<file path="src/rtl/sms_pkg.sv">
package sms_pkg;

  localparam logic [3:0] DEV_TYPE = 4'b1010;

  typedef enum logic [3:0] {
    ST_IDLE,
    ST_DEV,
    ST_WADDR,
    ST_WDATA,
    ST_ACK_WAIT,
    ST_ACK_HOLD,
    ST_RDATA,
    ST_RD_ACK,
    ST_WAIT_STOP
  } sms_state_e;

endpackage

</file>
<file path="src/rtl/sms_rst_sync.sv">
module sms_rst_sync (
  input  logic clk,
  input  logic rst_n,
  output logic rst_sync_n
);

  logic [1:0] chain_q;

  always_ff @(posedge clk or negedge rst_n) begin
    if (!rst_n) chain_q <= 2'b00;
    else        chain_q <= {chain_q[0], 1'b1};
  end

  assign rst_sync_n = chain_q[1];

endmodule

</file>
<file path="src/rtl/sms_line_sync.sv">
module sms_line_sync #(
  parameter int STAGES = 2
) (
  input  logic clk,
  input  logic rst_n,
  input  logic scl_i,
  input  logic sda_i,
  output logic scl_s,
  output logic sda_s,
  output logic scl_rise,
  output logic scl_fall,
  output logic start_det,
  output logic stop_det
);

  logic [STAGES-1:0] scl_pipe_q, sda_pipe_q;
  logic              scl_prev_q, sda_prev_q;

  always_ff @(posedge clk or negedge rst_n) begin
    if (!rst_n) begin
      scl_pipe_q <= '1;
      sda_pipe_q <= '1;
      scl_prev_q <= 1'b1;
      sda_prev_q <= 1'b1;
    end else begin
      scl_pipe_q <= {scl_pipe_q[STAGES-2:0], scl_i};
      sda_pipe_q <= {sda_pipe_q[STAGES-2:0], sda_i};
      scl_prev_q <= scl_pipe_q[STAGES-1];
      sda_prev_q <= sda_pipe_q[STAGES-1];
    end
  end

  assign scl_s     = scl_pipe_q[STAGES-1];
  assign sda_s     = sda_pipe_q[STAGES-1];
  assign scl_rise  = scl_s & ~scl_prev_q;
  assign scl_fall  = ~scl_s & scl_prev_q;
  assign start_det = scl_s & scl_prev_q & sda_prev_q & ~sda_s;
  assign stop_det  = scl_s & scl_prev_q & ~sda_prev_q & sda_s;

endmodule

</file>
<file path="src/rtl/sms_ctrl.sv">
module sms_ctrl
  import sms_pkg::*;
#(
  parameter int AW = 7,
  parameter int DW = 8,
  parameter int SW = 3
) (
  input  logic          clk,
  input  logic          rst_n,
  input  logic          scl_s,
  input  logic          sda_s,
  input  logic          scl_rise,
  input  logic          scl_fall,
  input  logic          start_det,
  input  logic          stop_det,
  input  logic [SW-1:0] strap,
  input  logic          busy,
  input  logic [DW-1:0] mem_rdata,
  output logic          sda_oe,
  output logic [AW-1:0] mem_addr,
  output logic [DW-1:0] mem_wdata,
  output logic          mem_we
);

  localparam int             CW   = $clog2(DW);
  localparam logic [CW-1:0]  LAST = CW'(DW - 1);

  sms_state_e    state_q, state_d, ret_q, ret_d;
  logic [CW-1:0] cnt_q, cnt_d;
  logic [DW-1:0] shreg_q, shreg_d;
  logic [AW-1:0] ptr_q, ptr_d;
  logic          oe_q, oe_d, we_q, we_d, mack_q, mack_d;
  logic [DW-1:0] byte_in;
  logic          byte_end;

  assign byte_in  = {shreg_q[DW-2:0], sda_s};
  assign byte_end = scl_rise && (cnt_q == LAST);

  always_comb begin
    state_d = state_q;
    ret_d   = ret_q;
    cnt_d   = cnt_q;
    shreg_d = shreg_q;
    ptr_d   = ptr_q;
    oe_d    = oe_q;
    mack_d  = mack_q;
    we_d    = 1'b0;
    if (we_q) ptr_d = ptr_q + 1'b1;
    if (stop_det) begin
      state_d = ST_IDLE;
      oe_d    = 1'b0;
    end else if (start_det) begin
      state_d = ST_DEV;
      cnt_d   = '0;
      oe_d    = 1'b0;
    end else begin
      case (state_q)
        ST_DEV, ST_WADDR, ST_WDATA: begin
          if (scl_rise) begin
            shreg_d = byte_in;
            cnt_d   = cnt_q + 1'b1;
          end
          if (byte_end) begin
            state_d = ST_ACK_WAIT;
            if (state_q == ST_DEV) begin
              ret_d = byte_in[0] ? ST_RDATA : ST_WADDR;
              if ((byte_in[DW-1:1] != {DEV_TYPE, strap}) || busy) state_d = ST_IDLE;
            end else if (state_q == ST_WADDR) begin
              ptr_d = byte_in[AW-1:0];
              ret_d = ST_WDATA;
            end else begin
              we_d  = 1'b1;
              ret_d = ST_WDATA;
            end
          end
        end
        ST_ACK_WAIT: begin
          if (scl_fall) begin
            oe_d    = 1'b1;
            state_d = ST_ACK_HOLD;
          end
        end
        ST_ACK_HOLD: begin
          if (scl_fall) begin
            oe_d    = 1'b0;
            cnt_d   = '0;
            state_d = ret_q;
            if (ret_q == ST_RDATA) begin
              shreg_d = mem_rdata;
              oe_d    = ~mem_rdata[DW-1];
              ptr_d   = ptr_q + 1'b1;
            end
          end
        end
        ST_RDATA: begin
          if (scl_fall) begin
            if (cnt_q == LAST) begin
              oe_d    = 1'b0;
              state_d = ST_RD_ACK;
            end else begin
              cnt_d   = cnt_q + 1'b1;
              shreg_d = {shreg_q[DW-2:0], 1'b0};
              oe_d    = ~shreg_q[DW-2];
            end
          end
        end
        ST_RD_ACK: begin
          if (scl_rise) mack_d = ~sda_s;
          if (scl_fall) begin
            if (mack_q) begin
              state_d = ST_RDATA;
              cnt_d   = '0;
              shreg_d = mem_rdata;
              oe_d    = ~mem_rdata[DW-1];
              ptr_d   = ptr_q + 1'b1;
            end else begin
              state_d = ST_WAIT_STOP;
            end
          end
        end
        default: ;
      endcase
    end
  end

  always_ff @(posedge clk or negedge rst_n) begin
    if (!rst_n) begin
      state_q <= ST_IDLE;
      ret_q   <= ST_WADDR;
      cnt_q   <= '0;
      shreg_q <= '0;
      ptr_q   <= '0;
      oe_q    <= 1'b0;
      we_q    <= 1'b0;
      mack_q  <= 1'b0;
    end else begin
      state_q <= state_d;
      ret_q   <= ret_d;
      cnt_q   <= cnt_d;
      shreg_q <= shreg_d;
      ptr_q   <= ptr_d;
      oe_q    <= oe_d;
      we_q    <= we_d;
      mack_q  <= mack_d;
    end
  end

  assign sda_oe    = oe_q;
  assign mem_addr  = ptr_q;
  assign mem_wdata = shreg_q;
  assign mem_we    = we_q;

  AST_STOP_TO_IDLE: assert property (@(posedge clk) disable iff (!rst_n)
    stop_det |=> (state_q == ST_IDLE && !oe_q));
  AST_IDLE_QUIET: assert property (@(posedge clk) disable iff (!rst_n)
    (state_q == ST_IDLE) |-> (!oe_q && !we_q));
  AST_BUSY_NO_ACK: assert property (@(posedge clk) disable iff (!rst_n)
    (state_q == ST_DEV && byte_end && busy) |=> (state_q == ST_IDLE && !oe_q));
  AST_WE_SINGLE: assert property (@(posedge clk) disable iff (!rst_n)
    we_q |=> !we_q);
  AST_PTR_WRAP: assert property (@(posedge clk) disable iff (!rst_n)
    we_q |=> (ptr_q == AW'($past(ptr_q) + 1'b1)));
  AST_NACK_SILENT: assert property (@(posedge clk) disable iff (!rst_n)
    (state_q == ST_WAIT_STOP) |-> !oe_q);
  AST_START_RESTART: assert property (@(posedge clk) disable iff (!rst_n)
    start_det |=> (state_q == ST_DEV && cnt_q == '0 && !we_q));
  AST_OE_SCL_LOW: assert property (@(posedge clk) disable iff (!rst_n)
    !$stable(oe_q) |-> !scl_s);

endmodule

</file>
<file path="src/rtl/serial_mem_slave.sv">
module serial_mem_slave #(
  parameter int ADDR_W      = 7,
  parameter int DATA_W      = 8,
  parameter int STRAP_W     = 3,
  parameter int SYNC_STAGES = 2
) (
  input  logic               clk,
  input  logic               rst_n,
  input  logic               scl_i,
  input  logic               sda_i,
  output logic               sda_drive_low_o,
  input  logic [STRAP_W-1:0] strap_i,
  input  logic               wr_busy_i,
  input  logic [DATA_W-1:0]  mem_rdata_i,
  output logic [ADDR_W-1:0]  mem_addr_o,
  output logic [DATA_W-1:0]  mem_wdata_o,
  output logic               mem_we_o
);

  logic rst_core_n;
  logic scl_s, sda_s, scl_rise, scl_fall, start_det, stop_det;

  sms_rst_sync u_rst (
    .clk        (clk),
    .rst_n      (rst_n),
    .rst_sync_n (rst_core_n)
  );

  sms_line_sync #(.STAGES(SYNC_STAGES)) u_sync (
    .clk       (clk),
    .rst_n     (rst_core_n),
    .scl_i     (scl_i),
    .sda_i     (sda_i),
    .scl_s     (scl_s),
    .sda_s     (sda_s),
    .scl_rise  (scl_rise),
    .scl_fall  (scl_fall),
    .start_det (start_det),
    .stop_det  (stop_det)
  );

  sms_ctrl #(.AW(ADDR_W), .DW(DATA_W), .SW(STRAP_W)) u_ctrl (
    .clk       (clk),
    .rst_n     (rst_core_n),
    .scl_s     (scl_s),
    .sda_s     (sda_s),
    .scl_rise  (scl_rise),
    .scl_fall  (scl_fall),
    .start_det (start_det),
    .stop_det  (stop_det),
    .strap     (strap_i),
    .busy      (wr_busy_i),
    .mem_rdata (mem_rdata_i),
    .sda_oe    (sda_drive_low_o),
    .mem_addr  (mem_addr_o),
    .mem_wdata (mem_wdata_o),
    .mem_we    (mem_we_o)
  );

endmodule

</file>
<file path="config.mk">
export PLATFORM = sky130hd
export DESIGN_NAME = serial_mem_slave
export DESIGN_NICKNAME = d
export VERILOG_FILES = /design/src/rtl/sms_pkg.sv /design/src/rtl/sms_rst_sync.sv /design/src/rtl/sms_line_sync.sv /design/src/rtl/sms_ctrl.sv /design/src/rtl/serial_mem_slave.sv
export SDC_FILE = /design/constraint.sdc
export NUM_CORES = 1
export LEC_CHECK = 0
export BUFFER_PORTS_ARGS = -buffer_cell sky130_fd_sc_hd__buf_4
export CAP_MARGIN = 5
export CORE_MARGIN = 3
export CORE_UTILIZATION = 35
export CTS_CLUSTER_SIZE = 10
export DETAILED_ROUTE_END_ITERATION = 10
export SYNTH_ARGS = -nofsm -noshare
export SYNTH_HDL_FRONTEND = slang
export SYNTH_SLANG_ARGS = --single-unit
</file>
<file path="constraint.sdc">
create_clock -name clk -period 1.3 [get_ports clk]
set_input_delay 0.39 -clock clk [delete_from_list [all_inputs] [get_ports clk]]
set_output_delay 0.39 -clock clk [all_outputs]
set_load 0.02 [all_outputs]
</file>
Word-level counts from Yosys, hierarchy flattened
Cells that the tools add are included.
{"block": "totals", "ff_bits": 37, "inputBits": 16, "output_inout_bits": 17}
{"block": "classes", "addsub": 2, "eq_ne": 30, "n_mux": 57, "n_bitwise": 15, "n_reduce_logical": 13}
{"cell": "7-bit two-way mux", "n": 10}
{"cell": "8-bit two-way mux", "n": 7}
{"cell": "4-bit two-way mux", "n": 11}
{"cell": "8-bit case mux with 4 select lines", "n": 1}
{"cell": "3-bit two-way mux", "n": 9}
{"cell": "7-bit case mux with 3 select lines", "n": 1}
{"cell": "4-bit by 3-bit == test with 1-bit output (second input constant)", "n": 5}
{"cell": "4-bit case mux with 5 select lines", "n": 1}
{"cell": "4-bit != test (second input constant)", "n": 4}
{"cell": "1-bit two-way mux", "n": 15}
{"cell": "3-bit != test (second input constant)", "n": 4}
{"cell": "4-bit by 3-bit != test with 1-bit output (second input constant)", "n": 3}
{"cell": "3-bit case mux with 4 select lines", "n": 1}
{"cell": "10-bit AND reduction", "n": 1}
{"cell": "4-bit by 2-bit == test with 1-bit output (second input constant)", "n": 2}
{"cell": "2-bit != test (second input constant)", "n": 4}
{"cell": "1-bit NOT", "n": 8}
{"cell": "4-bit AND reduction", "n": 2}
{"cell": "8-bit AND reduction", "n": 1}
{"cell": "7-bit by 1-bit adder with 7-bit output (second input constant)", "n": 1}
{"cell": "1-bit AND", "n": 7}
{"cell": "7-bit != test", "n": 1}
{"cell": "7-bit AND reduction", "n": 1}
{"cell": "7-bit nonzero test", "n": 1}
{"cell": "13 further kinds", "n": 16}

Depth between registers and ports, before layout
Gate-level depths: netlist of the first run.
{"block": "logic_depth", "word_depth": 8, "ltp_mapped": 9, "depth_no_buf": 7}

By module
Synthesis of the first run repeated with hierarchy kept, for this count alone.
{"block": "hier_totals", "hier_cells": 231, "area_unflattened_um2": 2184.6}
{"module": "sms_ctrl", "instances": 1, "cells_per_inst": 218, "area_per_inst_um2": 1940.6, "seq_area_each_um2": 675.6}
{"module": "sms_line_sync", "instances": 1, "cells_per_inst": 10, "area_per_inst_um2": 190.2, "seq_area_each_um2": 157.7}
{"module": "sms_rst_sync", "instances": 1, "cells_per_inst": 3, "area_per_inst_um2": 53.8, "seq_area_each_um2": 50.0}

Least setup slack after synthesis of the first run
OpenSTA, ideal clock, no wires.
{"block": "synth_path", "path_type": "reg2reg", "start": "register u_ctrl.cnt_q[0]", "end": "register u_ctrl.shreg_q[0] (netlist: u_ctrl.mem_wdata[0])", "setup_ps": 140, "arrival_time_ps": 1879, "t_required_ps": 1160, "path_slack_ps": -719, "path_stages_with_launch": 9, "path_buffers": 2, "period_less_slack_ps": 2019, "cell_sequence": "dfrtp_1 ha_1 ha_1 nor3b_1 o21ai_1 a2111oi_2 buf_6 buf_12 a41oi_2"}
{"block": "synth_between", "elab_chain_cells": 3}
{"element": "start, declared", "line_no": "sms_ctrl.sv:29", "rtl": "logic [CW-1:0] cnt_q, cnt_d;"}
{"element": "start signal, assigned", "line_no": "sms_ctrl.sv:139", "rtl": "cnt_q <= cnt_d;"}
{"element": "3-bit == test", "line_no": "sms_ctrl.sv:97", "rtl": "if (cnt_q == LAST) begin"}
{"element": "2-bit != test (no source line)"}
{"element": "10-bit AND reduction (no source line)"}
{"element": "end signal, assigned", "line_no": "sms_ctrl.sv:140", "rtl": "shreg_q <= shreg_d;"}
{"element": "end, declared", "line_no": "sms_ctrl.sv:30", "rtl": "logic [DW-1:0] shreg_q, shreg_d;"}
Every way passes these cells.
A chain may end at the register's enable or synchronous reset.

Worst setup path after layout of the first run
{"block": "layout_path", "start": "register u_ctrl.cnt_q[1]", "end": "register u_ctrl.cnt_q[0]"}
{"block": "layout_between", "elab_chain_cells": 3}
{"element": "3-bit == test", "line_no": "sms_ctrl.sv:97"}
{"element": "3-bit != test (no source line)"}
{"element": "8-bit AND reduction (no source line)"}
Every way passes these cells.

==> results of run 1 <==
-- registers in the layout (all words and copies together), names as in the netlist --
signal	flops
u_ctrl.cnt_q	3
u_ctrl.mack_q	1
u_ctrl.mem_addr	7
u_ctrl.mem_wdata	8
u_ctrl.mem_we	1
u_ctrl.ret_q	2
u_ctrl.sda_oe	1
u_ctrl.state_q	4
u_rst.chain_q	2
u_sync.scl_pipe_q	2
u_sync.scl_prev_q	1
u_sync.sda_pipe_q	2
u_sync.sda_prev_q	1
-- per-layer routing --
| metal | global-route usage | vias to the layer above | wire length [µm] |
|---|---|---|---|
| met5 | 0 | - | 0 |
| li1 | - | 897 | - |
| met3 | 0.0299 | 10 | 192 |
| met4 | 0.0659 | 0 | 121 |
| met1 | 0.236 | 891 | 2520 |
| met2 | 0.295 | 36 | 2600 |
-- worst reg2reg max path: stages (launching register included) --
cell       delay (ns)
dfrtp_1          0.39
ha_2             0.20
ha_4             0.17
nor3b_4          0.18
o21ai_2          0.10
a2111oi_4        0.39
buf_4            0.18
nor2_2           0.04
a22o_1           0.21
-- final cells by class --
type                    instances  area share
clock buffers                   6      0.0264
inverters                       4     0.00481
flip-flops and latches         35       0.283
repair buffers                103       0.285
well taps                      70      0.0280
multi-input cells             142       0.361
clock inverters                 2      0.0112
-- power groups by stage --
| stage | sequential, mW | clock (mW) | combinational, mW |
|---|---|---|---|
| floorplan | 1.33 | 0 | 0.254 |
| CTS | 1.25 | 1.06 | 0.755 |
| detailed placement | 1.26 | 0 | 0.603 |
| global route | 1.26 | 1.11 | 0.875 |
| finish | 1.25 | 1.03 | 0.801 |
| global placement | 1.26 | 0 | 0.590 |
-- per-stage QoR --
step,hold slack [ns],area [µm²],TNS [ns]
after floorplan,0.0944,2030,-9.51
after global placement,0.172,2680,-11.98
after detailed placement,0.174,2680,-12.77
after CTS,0.195,3050,-13.29
after global routing,0.192,3120,-16.53
final,0.204,3120,-13.99
-- timing repair --
action	in CTS	in global routing
hold endpoints to repair	2	0
gates cloned	0	0
hold buffers	1	0
pin swaps	3	9
setup endpoints to repair	39	36
resized for setup	36	9
buffers inserted	16	5
-- layout by cell type (no fill, tap or decap), types with 5 or more instances in the layout --
cell       n
buf_4     74
buf_6     27
a41oi_2    8
nor2_1    13
xor2_1     6
a21oi_1    8
nand2_1   26
dfstp_2    6
o21ai_2    5
dfrtp_1   28
clkbuf_8   6
-- logic make-up after synthesis --
group,synth area share
AOI/OAI and AO/OA,0.221
xor gates and xnor gates,0.0443
adders and majority gates,0.0190
buffers and inverters,0.0450
DFF,0.447
muxes,0.0424
other,0.00190
and+or+nand+nor,0.179
-- path summary, 6_finish.rpt --
kind                                                   endpoint  depth (start not counted)
worst min-delay path             u_sync.scl_pipe_q[0]$_DFF_PN1_                          1
min in group asynchronous       u_ctrl.mem_wdata[3]$_DFFE_PN0P_                          1
worst min register to register  u_ctrl.mem_wdata[3]$_DFFE_PN0P_                          1
max in group asynchronous        u_sync.sda_pipe_q[1]$_DFF_PN1_                          1
worst max register to register      u_ctrl.cnt_q[0]$_DFFE_PN0P_                          8
worst max-delay path                u_ctrl.cnt_q[0]$_DFFE_PN0P_                          8
==> flow_summary_export.csv, run 1 <==
group,metric,value,unit
power,p_total,3.08,mW
drt,postRouteAntennaNets,0,
cts,cts.path.max_buffers,2,
layout,seqCellArea,885,µm²
drt,dr.pass1.iters,4,
synth,synth_top_cell_by_area,"dfrtp_1",
floorplanning,start_util,0.375,
placed_design,place_ws,-0.622,ns
synth,yosys-top-cells-area,"dfrtp_1 (37%), dfstp_2 (8.0%), a41oi_2 (6.6%)",
timing,hold_viol_final,0,
setup_path,startpoint_type,"register",
global_routing,grtUsageTotal,0.179,
layout,diodes,0,
cts,clk_latency,0.29,ns
layout,final_cell_count_no_fill,362,
cts,clkTransAtPathRegs,0.07,ns
power,peakVddDrop,687,µV
power,p_int,2.24,mW
layout,syn2layout_area_growth,58.1,%
synth,ys_top_cells_by_count,"dfrtp_1 (29), nand2_1 (27), nor2_1 (15), a21oi_1 (12), a41oi_2 (8)",
power,clockPowerShare,0.335,
setup_path,worstSetupEndpointType,"register",
setup_path,crit_type,"reg -> reg",
layout,final_nets,310,
synth,synth-seq-cells,35,
placed_design,hpwl,3760,µm
setup_path,critPathMaxStageDelay,0.39,ns
drt,vias,1834,
setup_path,crit_start,"u_ctrl.cnt_q[1]$_DFFE_PN0P_",
hold_path,hold_class,"in -> reg",
power,p_leak,1.41,nW
timing,finalSetupViolations,36,
setup_path,crit_family,"compound AO/OA/AOI/OAI gates",
global_routing,grt_pass1_wl,8850,µm
drt,drt_iter0_drc,60,
timing,fmax,0.506,GHz
cts,clock_sinks,35,
floorplanning,core-area,5270,µm²
layout,multi_input_comb_area,1130,µm²
layout,nFillCells,461,
placed_design,dp.cells,333,
layout,drive_above_1_share,0.538,
cts,cts_tree,"yes",
outcome,violations,"negative setup slack",
job,maxCapViolCount,0,
synth,yosysMostFrequentCell,"dfrtp_1",
power,p_per_area,987,nW/µm²
synth,synth_top_area_share,0.367,
setup_path,path_buf_inv,1,
layout,fin_util,0.593,
hold_path,hold_start,"scl_i",
floorplanning,io-pin-count,33,
placed_design,io_buffers,32,
setup_path,cp_cell_sequence,"ha_2 -> ha_4 -> nor3b_4 -> o21ai_2 -> a2111oi_4 -> buf_4 -> nor2_2 -> a22o_1",
synth,syn_avg_cell_area,10.3,µm²
setup_path,cp.required,1.48,ns
cts,htreeDepth,2,
setup_path,r2r_slack,-0.68,ns
floorplanning,num_rows,26,
global_routing,antenna_found_initial,0,
cts,numCtsBuffers,5,
outcome,outcome,"finished, violations left",
power,p_sw_frac,0.273,
setup_path,cp.arrival,2.15,ns
drt,wl_per_cell,15.0,µm
timing,skew,0.00716,ns
drt,drc_errors,0,
timing,rsz0062_at_grt,"true",
setup_path,reg2reg_from,"u_ctrl.cnt_q[1]$_DFFE_PN0P_",
timing,min_period,1.98,ns
synth,ys_warn_count,0,
synth,yosysUniqueCellTypes,55,
drt,avgViaCountPerCell,5.07,
power,pwr-share-comb,0.260,
synth,async_flop_share,1.00,
setup_path,crit_fanout,3,
timing,slew_violations,0,
synth,yosysSeqAreaShare,0.447,
power,power_switching,0.842,mW
global_routing,grt_pass1_vias,1836,
synth,synth-main-ff-cell,"dfrtp_1",
timing,worst_slack,-0.675,ns
synth,syn_nets,210,
drt,drt_wl_total,5430,µm
placed_design,gp_congestion,0.851,
floorplanning,die_area,6580,µm²
timing,post-route-period-util,1.52,
synth,synth_edf_count,0,
synth,netlist_instances,191,
global_routing,grt_max_degree,34,
setup_path,slowest_stage,"dfrtp_1",
global_routing,grt.overflow.total,0,
floorplanning,die_width,81.1,µm
synth,synth_area,1980,µm²
cts,cts-root-buf,"clkbuf_8",
power,power_frac_seq,0.405,
floorplanning,die_h,81.1,µm
No activity file was read; power rests on OpenSTA's default activity.
==> inputs of run 2 (changes only) <==
--- a/config.mk
+++ b/config.mk
@@ -5,6 +5,7 @@
 export SDC_FILE = /design/constraint.sdc
 export NUM_CORES = 1
 export LEC_CHECK = 0
+export ABC_AREA = 1
 export BUFFER_PORTS_ARGS = -buffer_cell sky130_fd_sc_hd__buf_4
 export CAP_MARGIN = 5
 export CORE_MARGIN = 3
==> run 2 against run 1 <==
Clock skew grew 0.0021 ns. The run still ends with negative setup slack left. Critical endpoint is now u_ctrl.mem_addr[5]$_DFF_PN0_. Area after synthesis grew 15%. Sequential share of layout area shrank 3.1 points.
==> flow_summary_export.csv, run 2 <==
group,metric,value,unit
job,maxCapViolCount,0,
drt,avgViaCountPerCell,4.90,
floorplanning,num_rows,28,
floorplanning,die_area,7490,µm²
synth,synth_edf_count,0,
setup_path,critPathMaxStageDelay,0.59,ns
setup_path,cp.arrival,1.70,ns
setup_path,crit_fanout,6,
drt,drc_errors,0,
timing,skew,0.00925,ns
power,p_int,4.09,mW
placed_design,io_buffers,32,
setup_path,crit_type,"reg -> reg",
synth,synth-seq-cells,35,
synth,synth_top_area_share,0.320,
layout,final_common_cell,"nand2_1",
power,power_switching,3.19,mW
timing,fmax,0.656,GHz
global_routing,use_met1,0.255,
cts,cts_tree,"yes",
hold_path,hold_class,"in -> reg",
setup_path,slowest_stage,"dfstp_2",
cts,cts.path.max_buffers,2,
cts,clock_sinks,35,
timing,post-route-period-util,1.17,
synth,synth_area,2270,µm²
layout,diodes,0,
drt,drt_wl_total,7010,µm
floorplanning,start_util,0.372,
synth,yosysUniqueCellTypes,33,
timing,tns,-4.77,ns
power,power_frac_seq,0.245,
power,p_total,7.28,mW
setup_path,cp.required,1.47,ns
placed_design,hpwl,4900,µm
setup_path,worstSetupEndpointType,"register",
layout,drive_above_1_share,0.455,
cts,clkTransAtPathRegs,0.08,ns
timing,min_period,1.53,ns
synth,yosysSeqAreaShare,0.389,
outcome,outcome,"finished, violations left",
global_routing,busiest_layer,"met2",
drt,vias,2457,
synth,yosysMostFrequentCell,"nand2_1",
layout,largest_reg_flops,8,
layout,layout_common_cells,"nand2_1 (84), buf_4 (81), inv_1 (31), nor2_1 (24)",
power,p_leak,1.80,nW
timing,worst_slack,-0.225,ns
timing,finalSetupViolations,30,
power,peakVddDrop,1060,µV
cts,clk_latency,0.29,ns
synth,netlist_instances,325,
drt,dr.pass1.iters,4,
layout,syn2layout_area_growth,55.7,%
global_routing,met2_usage,0.316,
synth,async_flop_share,1.00,
floorplanning,die_h,86.5,µm
floorplanning,core-area,6100,µm²
drt,wl_per_cell,14.0,µm
synth,syn_nets,344,
cts,numCtsBuffers,5,
global_routing,grt_max_degree,34,
timing,slew_violations,0,
power,clockPowerShare,0.167,
layout,final_nets,444,
power,p_per_area,2060,nW/µm²
drt,drt_iter0_drc,152,
global_routing,grt_pass1_wl,11400,µm
cts,cts-root-buf,"clkbuf_8",
global_routing,grt_pass1_vias,2411,
setup_path,startpoint_type,"register",
power,pwr-share-comb,0.587,
synth,syn_avg_cell_area,6.98,µm²
drt,postRouteAntennaNets,0,
synth,ys_warn_count,0,
cts,htreeDepth,2,
synth,ys_top_cells_by_count,"nand2_1 (106), inv_1 (37), nor2_1 (33), dfrtp_1 (29), nand3_1 (26)",
global_routing,grt.overflow.total,0,
timing,hold_viol_final,0,
placed_design,gp_congestion,0.873,
floorplanning,die_width,86.5,µm
global_routing,grtUsageTotal,0.190,
floorplanning,io-pin-count,33,
power,p_sw_frac,0.438,
global_routing,antenna_found_initial,0,
timing,rsz0062_at_grt,"true",
outcome,violations,"negative setup slack",
synth,synth-main-ff-cell,"dfrtp_1",
setup_path,cp_cell_sequence,"nand2_2 -> nor2_4 -> nand2_4 -> nand2_2 -> nand4_1 -> nand2_1 -> nand2_1",
global_routing,grt_use_met3,0.0304,
synth,synth_top_cell_by_area,"dfrtp_1",
synth,yosys-top-cells-area,"dfrtp_1 (32%), nand2_1 (18%), dfstp_2 (6.9%)",
==> run 2: cell count changes after synthesis, sizes merged, moves of 8 or more <==
| cell | previous run | this run |
|---|---|---|
| nor2 | 15 | 40 |
| a41oi | 8 | 0 |
| a21oi | 12 | 1 |
| nand2 | 27 | 113 |
| nand4 | 0 | 10 |
| o21ai | 11 | 34 |
| nand3 | 2 | 26 |
| inv | 4 | 40 |
==> run 2: path summary, 6_finish.rpt <==
kind / start / end / slack [ns] / depth (start not counted)
min in group asynchronous: u_rst.chain_q[1]$_DFF_PN0_ / u_ctrl.ret_q[2]$_DFFE_PN0P_ / 0.28 / 1
setup / recovery: u_sync.scl_pipe_q[1]$_DFF_PN1_ / u_ctrl.mem_addr[5]$_DFF_PN0_ / -0.23 / 7
hold reg to reg: u_rst.chain_q[1]$_DFF_PN0_ / u_ctrl.ret_q[2]$_DFFE_PN0P_ / 0.28 / 1
setup reg to reg: u_sync.scl_pipe_q[1]$_DFF_PN1_ / u_ctrl.mem_addr[5]$_DFF_PN0_ / -0.23 / 7
max in group asynchronous: u_rst.chain_q[1]$_DFF_PN0_ / u_ctrl.mem_addr[0]$_DFF_PN0_ / 0.69 / 1
hold / removal: scl_i / u_sync.scl_pipe_q[0]$_DFF_PN1_ / 0.20 / 1
==> run 2: area by class of cell <==
cell class / count / area, µm²
Fill cell: 559 / 2560
Multi-Input combinational cell: 246 / 1450
Sequential cell: 35 / 892
Timing Repair Buffer: 97 / 805
Inverter: 40 / 158
Tap cell: 75 / 93.8
Clock buffer: 5 / 68.8
Clock inverter: 3 / 67.6
==> run 2: per-stage QoR <==
step	area, µm²	hold slack (ns)	utilization	instances	setup slack [ns]
floorplan	2320	0.0944	-	325	-0.110
global route	3530	0.187	0.580	501	-0.326
finish	3530	0.201	0.580	501	-0.225
CTS	3320	0.198	0.545	489	-0.214
detailed placement	2950	0.174	0.484	472	-0.277
global placement	2950	0.173	0.484	472	-0.226
==> run 2: what timing repair did <==
item                       CTS  global route
setup endpoints to repair   33            36
resized for setup           53            24
hold endpoints to repair     2             0
pin swaps                   25            11
hold buffers                 1             0
gates cloned                 1             0
setup buffers                7            13
==> run 2: layer usage <==
metal / share of wire / routed length [µm]
met4: 0.019 / 136
met2: 0.49 / 3410
met5: 0 / 0
met1: 0.45 / 3150
met3: 0.045 / 319
==> run 2: logic make-up after synthesis <==
group / count (synthesis) / share of synthesized area
simple gates: 195 / 0.381
buf+inv: 45 / 0.0816
compound gates: 43 / 0.117
flops: 35 / 0.389
fa+ha+maj: 3 / 0.0165
mux: 2 / 0.00882
other cells: 1 / 0.00165
xor+xnor: 1 / 0.00386
==> run 2: critical path, delay by kind of cell (launching register included) <==
family,cells,cell delay [ns]
AND/OR/NAND/NOR,7,0.82
flip-flops,1,0.59
==> run 2: power groups by stage <==
stage	clock network [mW]	registers, mW	logic (mW)
global placement	0	1.76	3.38
finish	1.22	1.79	4.28
global route	1.27	1.83	4.71
CTS	1.22	1.77	3.90
floorplan	0	1.90	2.09
detailed placement	0	1.77	3.42
